**config.mk**
```make
export PLATFORM = sky130hd
export DESIGN_NAME = lfsr_clk_div
export DESIGN_NICKNAME = d
export VERILOG_FILES = /design/src/rtl/lfsr_div_pkg.sv /design/src/rtl/lfsr_div_core.sv /design/src/rtl/lfsr_div_toggle.sv /design/src/rtl/lfsr_clk_div.sv
export SDC_FILE = /design/constraint.sdc
export NUM_CORES = 1
export LEC_CHECK = 0
export ABC_AREA = 1
export BUFFER_PORTS_ARGS = -buffer_cell sky130_fd_sc_hd__clkbuf_2
export CORE_AREA = 8 8 45 47
export DETAILED_ROUTE_END_ITERATION = 10
export DIE_AREA = 0 0 53 55
export PLACE_DENSITY_LB_ADDON = 0.3
export SLEW_MARGIN = 20
export SYNTH_ARGS = -nofsm -noshare
export SYNTH_HDL_FRONTEND = slang
export SYNTH_HIERARCHICAL = 1
export SYNTH_SLANG_ARGS = --single-unit
```
**constraint.sdc**
```tcl
create_clock -name clk_in -period 1.3 [get_ports clk_in]
set_input_delay 0.065 -clock clk_in [delete_from_list [all_inputs] [get_ports clk_in]]
set_output_delay 0.065 -clock clk_in [all_outputs]
set_load 0.01 [all_outputs]
```
**src/rtl/lfsr_div_pkg.sv**
```systemverilog
package lfsr_div_pkg;

  typedef logic [31:0] lfsr_word_t;

  // One step of an inverted-parity shift register of the given width.
  function automatic lfsr_word_t lfsr_step(input lfsr_word_t s,
                                           input lfsr_word_t taps,
                                           input int width);
    lfsr_word_t mask;
    logic       fb;
    mask = (width >= 32) ? '1 : ((32'd1 << width) - 32'd1);
    fb   = ~(^(s & taps));
    return ((s << 1) | {31'd0, fb}) & mask;
  endfunction

  // Advance by n steps. The loops are nested so that no single loop runs long.
  function automatic lfsr_word_t lfsr_advance(input lfsr_word_t s,
                                              input lfsr_word_t taps,
                                              input int width,
                                              input int n);
    lfsr_word_t v;
    int blocks;
    int rest;
    v      = s;
    blocks = n / 100;
    rest   = n % 100;
    for (int b = 0; b < blocks; b++) begin
      for (int i = 0; i < 100; i++) begin
        v = lfsr_step(v, taps, width);
      end
    end
    for (int j = 0; j < rest; j++) begin
      v = lfsr_step(v, taps, width);
    end
    return v;
  endfunction

endpackage

```
**src/rtl/lfsr_div_core.sv**
```systemverilog
module lfsr_div_core #(
  parameter int             W     = 14,
  parameter logic [W-1:0]   TAPS  = 14'h2015,
  parameter logic [W-1:0]   START = '0,
  parameter logic [W-1:0]   TERM  = '0
) (
  input  logic clk,
  input  logic srst,
  output logic at_term
);

  logic [W-1:0] state_q;
  logic [W-1:0] state_step;
  logic         fb;

  // Inverse of the plain parity of the taps; excludes the all-ones state.
  assign fb         = ~(^(state_q & TAPS));
  assign state_step = {state_q[W-2:0], fb};
  assign at_term    = (state_q == TERM);

  always_ff @(posedge clk) begin
    if (srst) begin
      state_q <= START;
    end else if (at_term) begin
      state_q <= START;
    end else begin
      state_q <= state_step;
    end
  end

  initial begin
    AST_START_LEGAL: assert (START != '1);
  end

  AST_NO_LOCKUP: assert property (@(posedge clk) disable iff (srst)
    !(&state_q));
  AST_RESET_LOAD: assert property (@(posedge clk) disable iff (srst)
    $past(srst) |-> (state_q == START));
  AST_RELOAD_AT_TERM: assert property (@(posedge clk) disable iff (srst)
    at_term |=> (state_q == START));
  AST_ALWAYS_MOVES: assert property (@(posedge clk) disable iff (srst)
    (!at_term && !$past(srst)) |=> (state_q != $past(state_q)));

endmodule

```
**src/rtl/lfsr_div_toggle.sv**
```systemverilog
module lfsr_div_toggle #(
  parameter int HALF = 12500
) (
  input  logic clk,
  input  logic srst,
  input  logic flip,
  output logic out
);

  localparam int CW = $clog2(HALF + 1);

  logic          out_q;
  logic [CW-1:0] span_q;   // cycles since last flip, used by the checks only

  always_ff @(posedge clk) begin
    if (srst) begin
      out_q <= 1'b0;
    end else if (flip) begin
      out_q <= ~out_q;
    end
  end

  always_ff @(posedge clk) begin
    if (srst || flip) begin
      span_q <= '0;
    end else if (span_q != CW'(HALF)) begin
      span_q <= span_q + 1'b1;
    end
  end

  assign out = out_q;

  AST_FLIP_ON_TERM: assert property (@(posedge clk) disable iff (srst)
    flip |=> (out_q != $past(out_q)));
  AST_HOLD_BETWEEN: assert property (@(posedge clk) disable iff (srst)
    (!flip && !$past(srst)) |=> $stable(out_q));
  AST_HALF_SPAN: assert property (@(posedge clk) disable iff (srst)
    flip |-> (span_q == CW'(HALF - 1)));
  AST_NO_LATE_FLIP: assert property (@(posedge clk) disable iff (srst)
    span_q < CW'(HALF));
  AST_OUT_CLEARED: assert property (@(posedge clk) disable iff (srst)
    $past(srst) |-> !out_q);

endmodule

```
**src/rtl/lfsr_clk_div.sv**
```systemverilog
module lfsr_clk_div #(
  parameter int           W           = 14,
  parameter logic [W-1:0] TAPS        = 14'h2015,
  parameter int           HALF_PERIOD = 12500,
  parameter logic [W-1:0] START_STATE = '0,
  parameter logic [W-1:0] TERM_STATE  = W'(lfsr_div_pkg::lfsr_advance(
                            32'(START_STATE), 32'(TAPS), W, HALF_PERIOD - 1))
) (
  input  logic clk_in,
  input  logic srst,
  output logic clk_div_out
);

  logic at_term;

  lfsr_div_core #(
    .W     (W),
    .TAPS  (TAPS),
    .START (START_STATE),
    .TERM  (TERM_STATE)
  ) core_i (
    .clk     (clk_in),
    .srst    (srst),
    .at_term (at_term)
  );

  lfsr_div_toggle #(
    .HALF (HALF_PERIOD)
  ) tog_i (
    .clk  (clk_in),
    .srst (srst),
    .flip (at_term),
    .out  (clk_div_out)
  );

  initial begin
    AST_TERM_NOT_START: assert (TERM_STATE != START_STATE);
  end

endmodule

```
==> reports/summary.md, run 1 <==
Pin placement for this block handled 3 I/O pins. The number of antenna violations at the first check in global routing came out at 0. Critical setup path kind: flop to flop.

Dominant cell type by area after synthesis: sky130_fd_sc_hd__dfxtp_1. The tools report the number of design rule violations left after detail routing as 0. The core occupancy in the finished layout was 41.5%; the count of unique library cells instantiated by Yosys was 7.

Most frequent standard cell in the layout excluding fill and tap cells: sky130_fd_sc_hd__nor2_1. Worst clock skew on the final layout: 6.75 ps. The worst setup path is launched from a flop. For this run, the number of Yosys warnings is 6.

The tools report the clock net sink count as 15. The smallest clock period supported by the final layout is computed as 1070 ps. The first global-routing pass estimated 1.25 mm of wire.

TritonCTS built the clock tree. Averaged over all synthesized cells, the footprint is 7.35 um^2. The logs give 2 for the maximum clock path buffer count and 38.2% for the starting utilization of the core area.

For the worst setup path, the data required time is 1460 ps. Summed over all cells, the static leakage comes to 0.261 nW. The detailed router finished its first iteration with 5 violations.

The width of the die works out to 53 um. The total via count in the routed design came out at 370. For the worst setup path, the data arrival time is 1230 ps.

Setup repair after global routing left no endpoint under its margin. After routing the design area is 574 um^2. The repair_antennas step left the layout with diodes totalling 0. The final layout contains 80 nets. Compared with the post-synthesis result, the final layout area differs by 8.51%. The layout cell share with drive strength beyond 1 works out to 7.79%. At the later pin of the worst-skew pair, clock insertion delay measures 270 ps. For the residual antenna-violating net count after detailed routing, the log shows 0.

The tools report the number of setup buffers added after CTS as 0. In this run the clock root is driven by a sky130_fd_sc_hd__clkbuf_4. The sum of negative setup slack is 0 ps, and the transition at the pin with the smallest max-transition slack is 257 ps. TritonCTS created 3 clock buffers.

During placement, the flow inserted port buffers numbering 2. The post-detailed-route via-to-cell ratio was 3.98; the worst setup slack before clock tree synthesis was 208 ps. The tools report the number of detailed-route iterations in the first pass as 2. The total placed instance area is 548 um^2, and the total detailed-routing wirelength is 688 um.

The final weighted congestion of routability-driven global placement is 0.708. The library cells used most frequently in the layout, excluding fill and tap cells, are sky130_fd_sc_hd__nor2_1 (22), sky130_fd_sc_hd__inv_1 (19), sky130_fd_sc_hd__dfxtp_1 (15). The total power density per cell area was 1310 nW/um^2. The total overflow left after global routing is 0. The H-tree depth is 1, and the total of hold buffers inserted after clock tree synthesis is 0.

The die span in y was 55 um; the portion of the post-synthesis area used by sequential elements was 56.7%. The flow ran to the end, and the final reports show no timing, DRC or antenna violations. The via count of the first global-routing pass is 333. The area of the die is 2920 um^2, and the worst-path maximum fanout is 14.

Class of the tightest hold or removal check: input port to flop. Global routing used 5.87% of the available tracks across all layers. After synthesis, the cell types taking the most area are sky130_fd_sc_hd__dfxtp_1 (57%), sky130_fd_sc_hd__nor2_1 (16%), sky130_fd_sc_hd__inv_1 (13%).

The top-area cell type share of the netlist area is 56.7%, and the cell row count is 14. Once routing completed, OpenROAD measured the worst setup slack at 226 ps. The final cycle utilization of the critical path works out to 82.6%.

Counting every net in the synthesized netlist gives 74. In the synthesized netlist, the number of instances is 72. The worst relative slew slack came out at 82.8%.

STA classifies the critical path endpoint as a flop. IR analysis of the VDD net gives a maximum drop of 684 uV. The register bit total from synthesis was 15; the area of the placeable core was 1380 um^2.

The tools report the hold violation count in the final report as 0. The run gives 0 as the count of max-cap constraint violations. After detailed routing, the average wire length per cell comes to 7.40 um. Setup violations remaining at the end of the flow were counted as 0. The number of gates resized after CTS was 0.

After legalization and detailed placement, the total HPWL measured 515 um. The final worst hold slack is 23.2 ps, and the post-CTS clock slew at the launch and capture registers of the worst setup and hold paths is 80 ps. The maximum number of pins on one net before global-route repair is 15. The cell area that synthesis handed to floorplanning was 529 um^2.

The maximum clock rate was 0.931 GHz. The run gives 0 as the count of pins over their slew limit.
layer usage:
metal / global-route usage (%) / up-vias / routed length, um
met5: 0 / - / 0
met4: 6.47 / 0 / 14
met3: 1.60 / 2 / 19
met2: 8.98 / 1 / 321
met1: 6.15 / 160 / 333
li1: - / 207 / -
through the flow:
stage	power, mW	instances
floorplan	0.508	72
global placement	0.511	89
detailed placement	0.511	89
CTS	0.768	93
global route	0.791	93
finish	0.751	93
registers in the layout (all words and copies together), names as in the netlist:
name            cells
tog_i/out           1
core_i/state_q     14
kinds of logic (layout without fill, tap and decap cells):
family | after synthesis | after routing | synth area share, %
AND/OR/NAND/NOR | 36 | 36 | 26.0
buffers and inverters | 20 | 25 | 15.6
flip-flops | 15 | 15 | 56.7
XOR/XNOR | 1 | 1 | 1.66
final cells by class:
| cell class | count | area [um^2] |
|---|---|---|
| Timing Repair Buffer | 2 | 10.0 |
| Sequential cell | 15 | 300 |
| Multi-Input combinational cell | 37 | 146 |
| Tap cell | 16 | 20.0 |
| Clock buffer | 4 | 26.3 |
| Fill cell | 149 | 810 |
| Inverter | 19 | 71.3 |
report_power, final:
| part | internal [mW] | switching (mW) | leakage [nW] | total, mW |
|---|---|---|---|---|
| combinational | 0.0108 | 0.0178 | 0.125 | 0.0286 |
| sequential | 0.468 | 0.00365 | 0.121 | 0.471 |
| clock | 0.119 | 0.133 | 0.0150 | 0.251 |
| total | 0.597 | 0.154 | 0.261 | 0.751 |
critical path, cell delays in order, from the launching register on:
cell and delay (ps):
sky130_fd_sc_hd__dfxtp_1 320, sky130_fd_sc_hd__inv_1 40, sky130_fd_sc_hd__nor2_1 80, sky130_fd_sc_hd__nand2_1 50, sky130_fd_sc_hd__nor2_1 90, sky130_fd_sc_hd__nand2_1 90, sky130_fd_sc_hd__nand2_2 220, sky130_fd_sc_hd__nor2_1 70
synth_stat cells:
master                    number
sky130_fd_sc_hd__nand2_2       1
sky130_fd_sc_hd__nor2_1       22
sky130_fd_sc_hd__nand2_1      13
sky130_fd_sc_hd__xnor2_1       1
sky130_fd_sc_hd__buf_6         1
sky130_fd_sc_hd__dfxtp_1      15
sky130_fd_sc_hd__inv_1        19
path summary, 6_finish.rpt:
kind | start | to | slack, ps | depth (start not counted)
setup reg to reg | core_i/state_q[5]$_SDFF_PP0_ | core_i/state_q[6]$_SDFF_PP0_ | 230 | 7
hold / removal | srst | tog_i/out$_SDFFE_PP0P_ | 20 | 4
hold reg to reg | core_i/state_q[12]$_SDFF_PP0_ | core_i/state_q[13]$_SDFF_PP0_ | 420 | 2
setup / recovery | core_i/state_q[5]$_SDFF_PP0_ | core_i/state_q[6]$_SDFF_PP0_ | 230 | 7
(Power assumes the default switching activity.)
==> inputs of run 2 (changes only) <==
==> constraint.sdc (replaced) <==
create_clock -name clk_in -period 0.95 [get_ports clk_in]
set_input_delay 0.0475 -clock clk_in [delete_from_list [all_inputs] [get_ports clk_in]]
set_output_delay 0.0475 -clock clk_in [all_outputs]
set_load 0.01 [all_outputs]
==> run 2 against run 1 <==
Compared with the run above:
- the flow now finishes with violations (negative setup slack)
- clock power rose by 43%
- worst setup slack got worse by 310 ps
- sequential power rose by 37%
- final cell count rose by 5.4%
- sequential share of layout area fell by 4.0 points
- largest power group unchanged
==> reports/summary.md, run 2 (same netlist as run 1, synthesis figures left out) <==
The width of the die is 53 um (unchanged), and the total placed instance area is 573 um^2 (+4.6%). Final cycle utilization of the critical path: 109% (+27 points). Worst clock skew on the final layout: 7.32 ps (+0.574 ps). The layout cell share with drive strength beyond 1 was 34.1% (+26 points); the wire length of the first global-routing pass was 1.45 mm (+16%). The total grt overflow is 0 (unchanged), and the number of fill cells in the layout is 144 (-3.4%). Number of design rule violations left after detail routing: 0 (unchanged).

The count of cells along the worst hold path came out at 4 (unchanged). The startpoint of the tightest hold check path is srst. Total global-route track usage: 6.69% (+0.82 points).

For the worst path required time, the log shows 1120 ps (-340 ps). The total of hold buffers inserted after clock tree synthesis is 0 (unchanged), and the number of detailed-route iterations in the first pass is 5 (+3). The antenna diode count is 0 (unchanged). The flip-flop count of the largest register after layout is 14 (unchanged).

From synthesis to final layout, the design area changed by 21.5%. The number of antenna violations at the first check in global routing came out at 0 (unchanged). The post-layout net count is 85 (+6.3%). The flow ran to the end, but the final reports show violations. The total power density per cell area is 1640 nW/um^2 (+25%), and the count of final setup violators is 15 (+15). The tools report the peak supply drop as 978 uV (+43%). The post-detailed-route via-to-cell ratio works out to 4.18 (+5.2%). The critical setup path kind is flop to flop. Maximum clock rate: 0.962 GHz (+3.4%).

TritonCTS built the clock tree. For the area of the die, the log shows 2920 um^2 (unchanged). The checks that failed: negative setup slack.

Kind of end point of the critical path: a flop. The final weighted congestion of routability-driven global placement is 0.697 (-1.5%), and the hold violation count in the final report is 0 (unchanged). The tools report the H-tree depth as 1 (unchanged). The worst-path maximum fanout works out to 7 (-7). The arrival time of the worst setup path was 1210 ps (-20 ps); the worst relative slew slack was 90.6% (+7.8 points).

The via count of the first global-routing pass was 400 (+20%). The startpoint of the worst-slack reg-to-reg timing path is core_i/state_q[10]$_SDFF_PP0_. The cell depth of the worst flop-to-flop path works out to 6 (-1). The post-route minimum period is 1040 ps (-35.2 ps), and the total via count in the routed design is 410 (+11%). The final worst slack is -89.1 ps (-315 ps).

STA classifies the critical path startpoint as a flop. The number of violations reported at the end of detailed-routing iteration 0 came out at 6 (+1). The estimated wirelength of the detail-placed design was 566 um (+9.8%). Register containing the most flip-flops in the final layout: core_i/state_q. The number of placed I/O pins was 3 (unchanged).

Cell count after placement: 92 (+3.4%). The non-filler instance count after layout is 98 (+5.4%). Total detailed-routing wirelength: 844 um (+23%). The clock latency reported for the late side of the worst-skew pair is 280 ps (about the same). For the cell row count, the log shows 14 (unchanged). The tools report the maximum number of pins on one net before global-route repair as 15 (unchanged).

The area of the placeable core is 1380 um^2 (unchanged). The number of I/O port buffers came out at 2 (unchanged). The class of the tightest hold or removal check is input port to flop. The starting utilization of the core area was 38.2% (unchanged). The most frequent standard cell in the layout excluding fill and tap cells is sky130_fd_sc_hd__inv_1. The number of buffers created by CTS was 3 (unchanged).

The most critical setup path has its startpoint at core_i/state_q[10]$_SDFF_PP0_. Maximum clock path buffer count: 2 (unchanged). For the leakage power of the design, the log shows 0.288 nW (+10%). The count of pins over their slew limit is 0 (unchanged). Cell area after layout: 643 um^2 (+12%). The transition at the pin with the smallest max-transition slack is 141 ps (-116 ps). Die span in y: 55 um (unchanged). In this run the clock root is driven by a sky130_fd_sc_hd__clkbuf_4.

The tools report the residual antenna-violating net count after detailed routing as 0 (unchanged). In the layout the commonest cells are sky130_fd_sc_hd__inv_1 (17), sky130_fd_sc_hd__nor2_1 (16), sky130_fd_sc_hd__nand2_1 (12). Post-CTS clock slew at the launch and capture registers of the worst setup and hold paths: 90 ps (about the same).

The post-detailed-route wirelength per cell is 8.61 um (+16%). The tools report the count of max-cap constraint violations as 0 (unchanged). The run gives 15 (unchanged) as the clock net sink count. Setup repair after global routing could not meet its margin everywhere.
-- run 2: changes by cell type in the layout (fill, tap and decap cells not counted), sizes merged --
cell / change
buf: +4
nand2: +1
-- run 2: stage by stage --
step	setup slack (ps)	setup TNS, ps	power (mW)	hold WS [ps]	util, %
CTS	-97.8	-1270	1.05	18.8	44.3
detailed placement	-152	-1930	0.703	318	41.4
finish	-89.1	-1060	1.05	21.3	46.5
floorplan	-13.7	-118	0.696	191	-
global route	-188	-2550	1.11	21.0	46.5
global placement	-118	-1480	0.702	298	41.4
-- run 2: path summary, 6_finish.rpt --
| kind | end | slack [ps] |
|---|---|---|
| worst max-delay path | core_i/state_q[0]$_SDFF_PP0_ | -90 |
| worst min-delay path | tog_i/out$_SDFFE_PP0P_ | 20 |
| worst min register to register | core_i/state_q[12]$_SDFF_PP0_ | 430 |
| worst max register to register | core_i/state_q[0]$_SDFF_PP0_ | -90 |
-- run 2: power breakdown --
group / switching, mW / internal, mW / leakage (nW) / total (mW)
logic: 0.0296 / 0.0178 / 0.148 / 0.0474
clock network: 0.197 / 0.163 / 0.0150 / 0.360
registers: 0.00580 / 0.641 / 0.125 / 0.647
total: 0.233 / 0.822 / 0.288 / 1.05
-- run 2: cell type report --
cell class                 instances  area (um^2)  area share [%]
multi-input combinational         38          175            27.2
clock buffer                       4         26.3            4.09
inverter                          19         71.3            11.1
sequential                        15          310            48.2
tap                               16         20.0            3.11
timing repair buffer               6         40.0            6.23
-- run 2: timing repair --
item	in CTS	in global routing
setup endpoints to repair	15	15
pin swaps	0	4
resized for setup	2	14
cloned	0	1
setup buffers	1	0
-- run 2: per-layer routing --
layer	global-route usage [%]	share of wire [%]	wire [um]	up-vias
met5	0	0	0	-
met4	3.88	0.71	6	0
met3	2.67	3.4	29	2
met2	10.7	45	382	3
met1	7.37	50	426	188
li1	-	-	-	217
-- run 2: worst max-delay path, cell delays in order, from the launching register on --
cell                      delay, ps
sky130_fd_sc_hd__dfxtp_2        330
sky130_fd_sc_hd__nor2_2         100
sky130_fd_sc_hd__nand2_1         70
sky130_fd_sc_hd__nor2_2         110
sky130_fd_sc_hd__nand2_2        100
sky130_fd_sc_hd__nand2_2        150
sky130_fd_sc_hd__nor2_1          50
==> inputs of run 3 (changes only) <==
--- a/config.mk
+++ b/config.mk
@@ -7,9 +7,9 @@
 export LEC_CHECK = 0
 export ABC_AREA = 1
 export BUFFER_PORTS_ARGS = -buffer_cell sky130_fd_sc_hd__clkbuf_2
-export CORE_AREA = 8 8 45 47
+export CORE_AREA = 2 2 39 41
 export DETAILED_ROUTE_END_ITERATION = 10
-export DIE_AREA = 0 0 53 55
+export DIE_AREA = 0 0 41 43
 export PLACE_DENSITY_LB_ADDON = 0.3
 export SLEW_MARGIN = 20
 export SYNTH_ARGS = -nofsm -noshare
==> run 3 against run 2 <==
Compared with the run above:
- the flow still finishes with violations (negative setup slack)
- critical path type unchanged
- largest power group unchanged
- largest cell class unchanged
- core utilization up 0.72 points
- die area is 40% lower
- final cell count is 1.0% lower
- combinational power is 18% higher
==> reports/summary.md, run 3 (same netlist as run 1, synthesis figures left out) <==
The run finished, with violations left. The final reports fail on negative setup slack. The worst clock skew on the final layout came out at 8.66 ps (+1.34 ps).

The final total power came out at 1.05 mW (-0.48%). The non-filler instance count after layout was 97 (-1.0%). In the layout the commonest cells are sky130_fd_sc_hd__inv_1 (16), sky130_fd_sc_hd__nor2_1 (13), sky130_fd_sc_hd__nand2_1 (9), sky130_fd_sc_hd__dfxtp_1 (9), sky130_fd_sc_hd__nor2_2 (8). The leakage power of the design came out at 0.281 nW (-2.4%). Final worst slack: -70.9 ps (+18.2 ps). The arrival time of the worst setup path was 1190 ps (-20 ps); the width of the die was 41 um (-23%). The flop-to-flop setup slack is -70 ps (+20 ps).

Nature of the critical path startpoint: a flop. The worst path required time was 1120 ps (about the same). The logs give 11.5% (+4.8 points) for the total global-route track usage and 816 um (-3.3%) for the total detailed-routing wirelength. For the total via count in the routed design, the log shows 388 (-5.4%). The root cell of the clock tree was sky130_fd_sc_hd__clkbuf_4. The maximum clock path buffer count is 2 (unchanged). The H-tree depth was 1 (unchanged).

The area of the placeable core came out at 1380 um^2 (unchanged). The transition at the pin with the smallest max-transition slack is 175 ps (+33.8 ps). For the total grt overflow, the log shows 0 (unchanged). For the wire length of the first global-routing pass, the log shows 1.35 mm (-6.7%). The maximum number of pins on one net before global-route repair came out at 15 (unchanged).

Counting flops per register, the top entry is core_i/state_q. In this run the critical register-to-register path is launched from core_i/state_q[6]$_SDFF_PP0_. In this run the worst hold path is classified as input port to flop. The antenna diode count was 0 (unchanged). The die span in y came out at 43 um (-22%). The worst-path maximum fanout is 3 (-4), and the number of antenna violations at the first check in global routing is 0 (unchanged). The endpoint identified for the worst register-to-register timing path is tog_i/out$_SDFFE_PP0P_. The total power density per cell area was 1610 nW/um^2 (-2.0%). The tools report the maximum clock rate as 0.979 GHz (+1.8%). The count of pins over their slew limit was 0 (unchanged); the estimated wirelength of the detail-placed design was 546 um (-3.5%). The number of fill cells in the layout came out at 142 (-1.4%). The cell row count is 14 (unchanged). The cell count after placement was 92 (unchanged); the flip-flop count of the largest register after layout was 14 (unchanged).

Kind of end point of the critical path: a flop. Post-detailed-route via-to-cell ratio: 4.00 (-4.4%). The tools report the residual antenna-violating net count after detailed routing as 0 (unchanged). Setup repair after global routing could not meet its margin everywhere. The tools report the count of max-cap constraint violations as 0 (unchanged). TritonCTS built the clock tree. The post-CTS clock slew at the launch and capture registers of the worst setup and hold paths was 90 ps (about the same). The post-route minimum period works out to 1020 ps (-18.2 ps).

For the area of the die, the log shows 1760 um^2 (-40%). The run gives 3 (unchanged) as the number of buffers created by CTS. The worst hold path begins at srst.

Layout cell share with drive strength beyond 1: 39.5% (+5.4 points). The logs give 0 (unchanged) for the hold violation count in the final report and 15 (unchanged) for the count of final setup violators. The signed area change from the synthesized netlist to the final layout was 23.4%; the clock net sink count was 15 (unchanged).

The cell depth of the worst flop-to-flop path works out to 9 (+3). The worst setup slack before clock tree synthesis came out at -155 ps (-3.55 ps). For the sum of negative setup slack, the log shows -764 ps (+301 ps). The library cell used most frequently in the layout, excluding fill and tap cells, is sky130_fd_sc_hd__inv_1. The core occupancy in the finished layout is 47.2% (+0.72 points), and the number of I/O port buffers is 2 (unchanged). The number of placed I/O pins is 3 (unchanged), and the number of design rule violations left after detail routing is 0 (unchanged). The via count of the first global-routing pass was 376 (-6.0%). The post-detailed-route wirelength per cell was 8.41 um (-2.3%); the final weighted congestion of routability-driven global placement was 0.697 (-0.13%).

The worst relative slew slack is 88.3% (-2.3 points). The count of cells along the worst hold path was 4 (unchanged); the final cycle utilization of the critical path was 107% (-1.9 points). The number of violations reported at the end of detailed-routing iteration 0 is 5 (-1).

The worst hold path terminates at tog_i/out$_SDFFE_PP0P_. The logs give 3 (-2) for the number of detailed-route iterations in the first pass and 970 uV (-0.77%) for the peak supply drop. The logs give 270 ps (about the same) for the clock latency reported for the late side of the worst-skew pair and 84 (-1.2%) for the post-layout net count. The run gives 38.2% (unchanged) as the starting utilization of the core area. The critical path is of the flop to flop type.
## run 3: cell count changes in the layout (fill, tap and decap cells not counted), moves of 2 or more
cell / previous run / this run
sky130_fd_sc_hd__dfxtp_1: 7 / 9
sky130_fd_sc_hd__nand2_1: 12 / 9
sky130_fd_sc_hd__dfxtp_2: 8 / 6
sky130_fd_sc_hd__nor2_2: 6 / 8
sky130_fd_sc_hd__nor2_1: 16 / 13
sky130_fd_sc_hd__nand2_2: 2 / 5
## run 3: worst max-delay path by stage
| stage | from | end | slack [ps] | cells after the start |
|---|---|---|---|---|
| after floorplan | core_i/state_q[2]$_SDFF_PP0_ | core_i/state_q[0]$_SDFF_PP0_ | -10 | 8 |
| after global placement | core_i/state_q[6]$_SDFF_PP0_ | core_i/state_q[5]$_SDFF_PP0_ | -130 | 7 |
| after detailed placement | core_i/state_q[0]$_SDFF_PP0_ | core_i/state_q[5]$_SDFF_PP0_ | -160 | 7 |
| after CTS | core_i/state_q[6]$_SDFF_PP0_ | core_i/state_q[5]$_SDFF_PP0_ | -90 | 7 |
| after global routing | core_i/state_q[6]$_SDFF_PP0_ | tog_i/out$_SDFFE_PP0P_ | -160 | 9 |
| final | core_i/state_q[6]$_SDFF_PP0_ | tog_i/out$_SDFFE_PP0P_ | -70 | 9 |
## run 3: cell type report
type / instances / area [um^2] / area share (%)
multi-input combinational: 38 / 195 / 29.9
sequential: 15 / 308 / 47.1
clock buffer: 4 / 26.3 / 4.02
tap: 16 / 20.0 / 3.07
timing repair buffer: 5 / 32.5 / 4.98
inverter: 19 / 71.3 / 10.9
## run 3: stage by stage
stage	hold slack, ps	area [um^2]
final	27.1	653
after global routing	11.8	653
after CTS	15.5	608
after detailed placement	309	573
after global placement	302	573
after floorplan	191	532
## run 3: what timing repair did
item,in CTS,in global routing
gates resized for setup,3,19
endpoints found under the setup margin,15,15
gates cloned,0,1
setup buffers,0,0
hold buffers,0,0
pin swaps,0,6
## run 3: worst max-delay path: stages, from the launching register on
cell and delay, ps:
sky130_fd_sc_hd__dfxtp_1 320, sky130_fd_sc_hd__inv_1 50, sky130_fd_sc_hd__nor2_1 80, sky130_fd_sc_hd__nand2_1 70, sky130_fd_sc_hd__nor2_2 90, sky130_fd_sc_hd__nand2_2 90
sky130_fd_sc_hd__inv_2 80, sky130_fd_sc_hd__nand2_2 50, sky130_fd_sc_hd__nand2_2 50, sky130_fd_sc_hd__nor2_1 30
## run 3: power by group
group,internal (mW),switching (mW),leakage [nW]
Combinational,0.0215,0.0342,0.142
Clock,0.162,0.183,0.0150
Sequential,0.642,0.00699,0.124
Total,0.825,0.224,0.281
## run 3: layer usage
metal,wire length [um],global-route usage (%)
met1,408,14.4
met2,385,16.3
met3,22,3.14
met4,0,8.00
met5,0,0
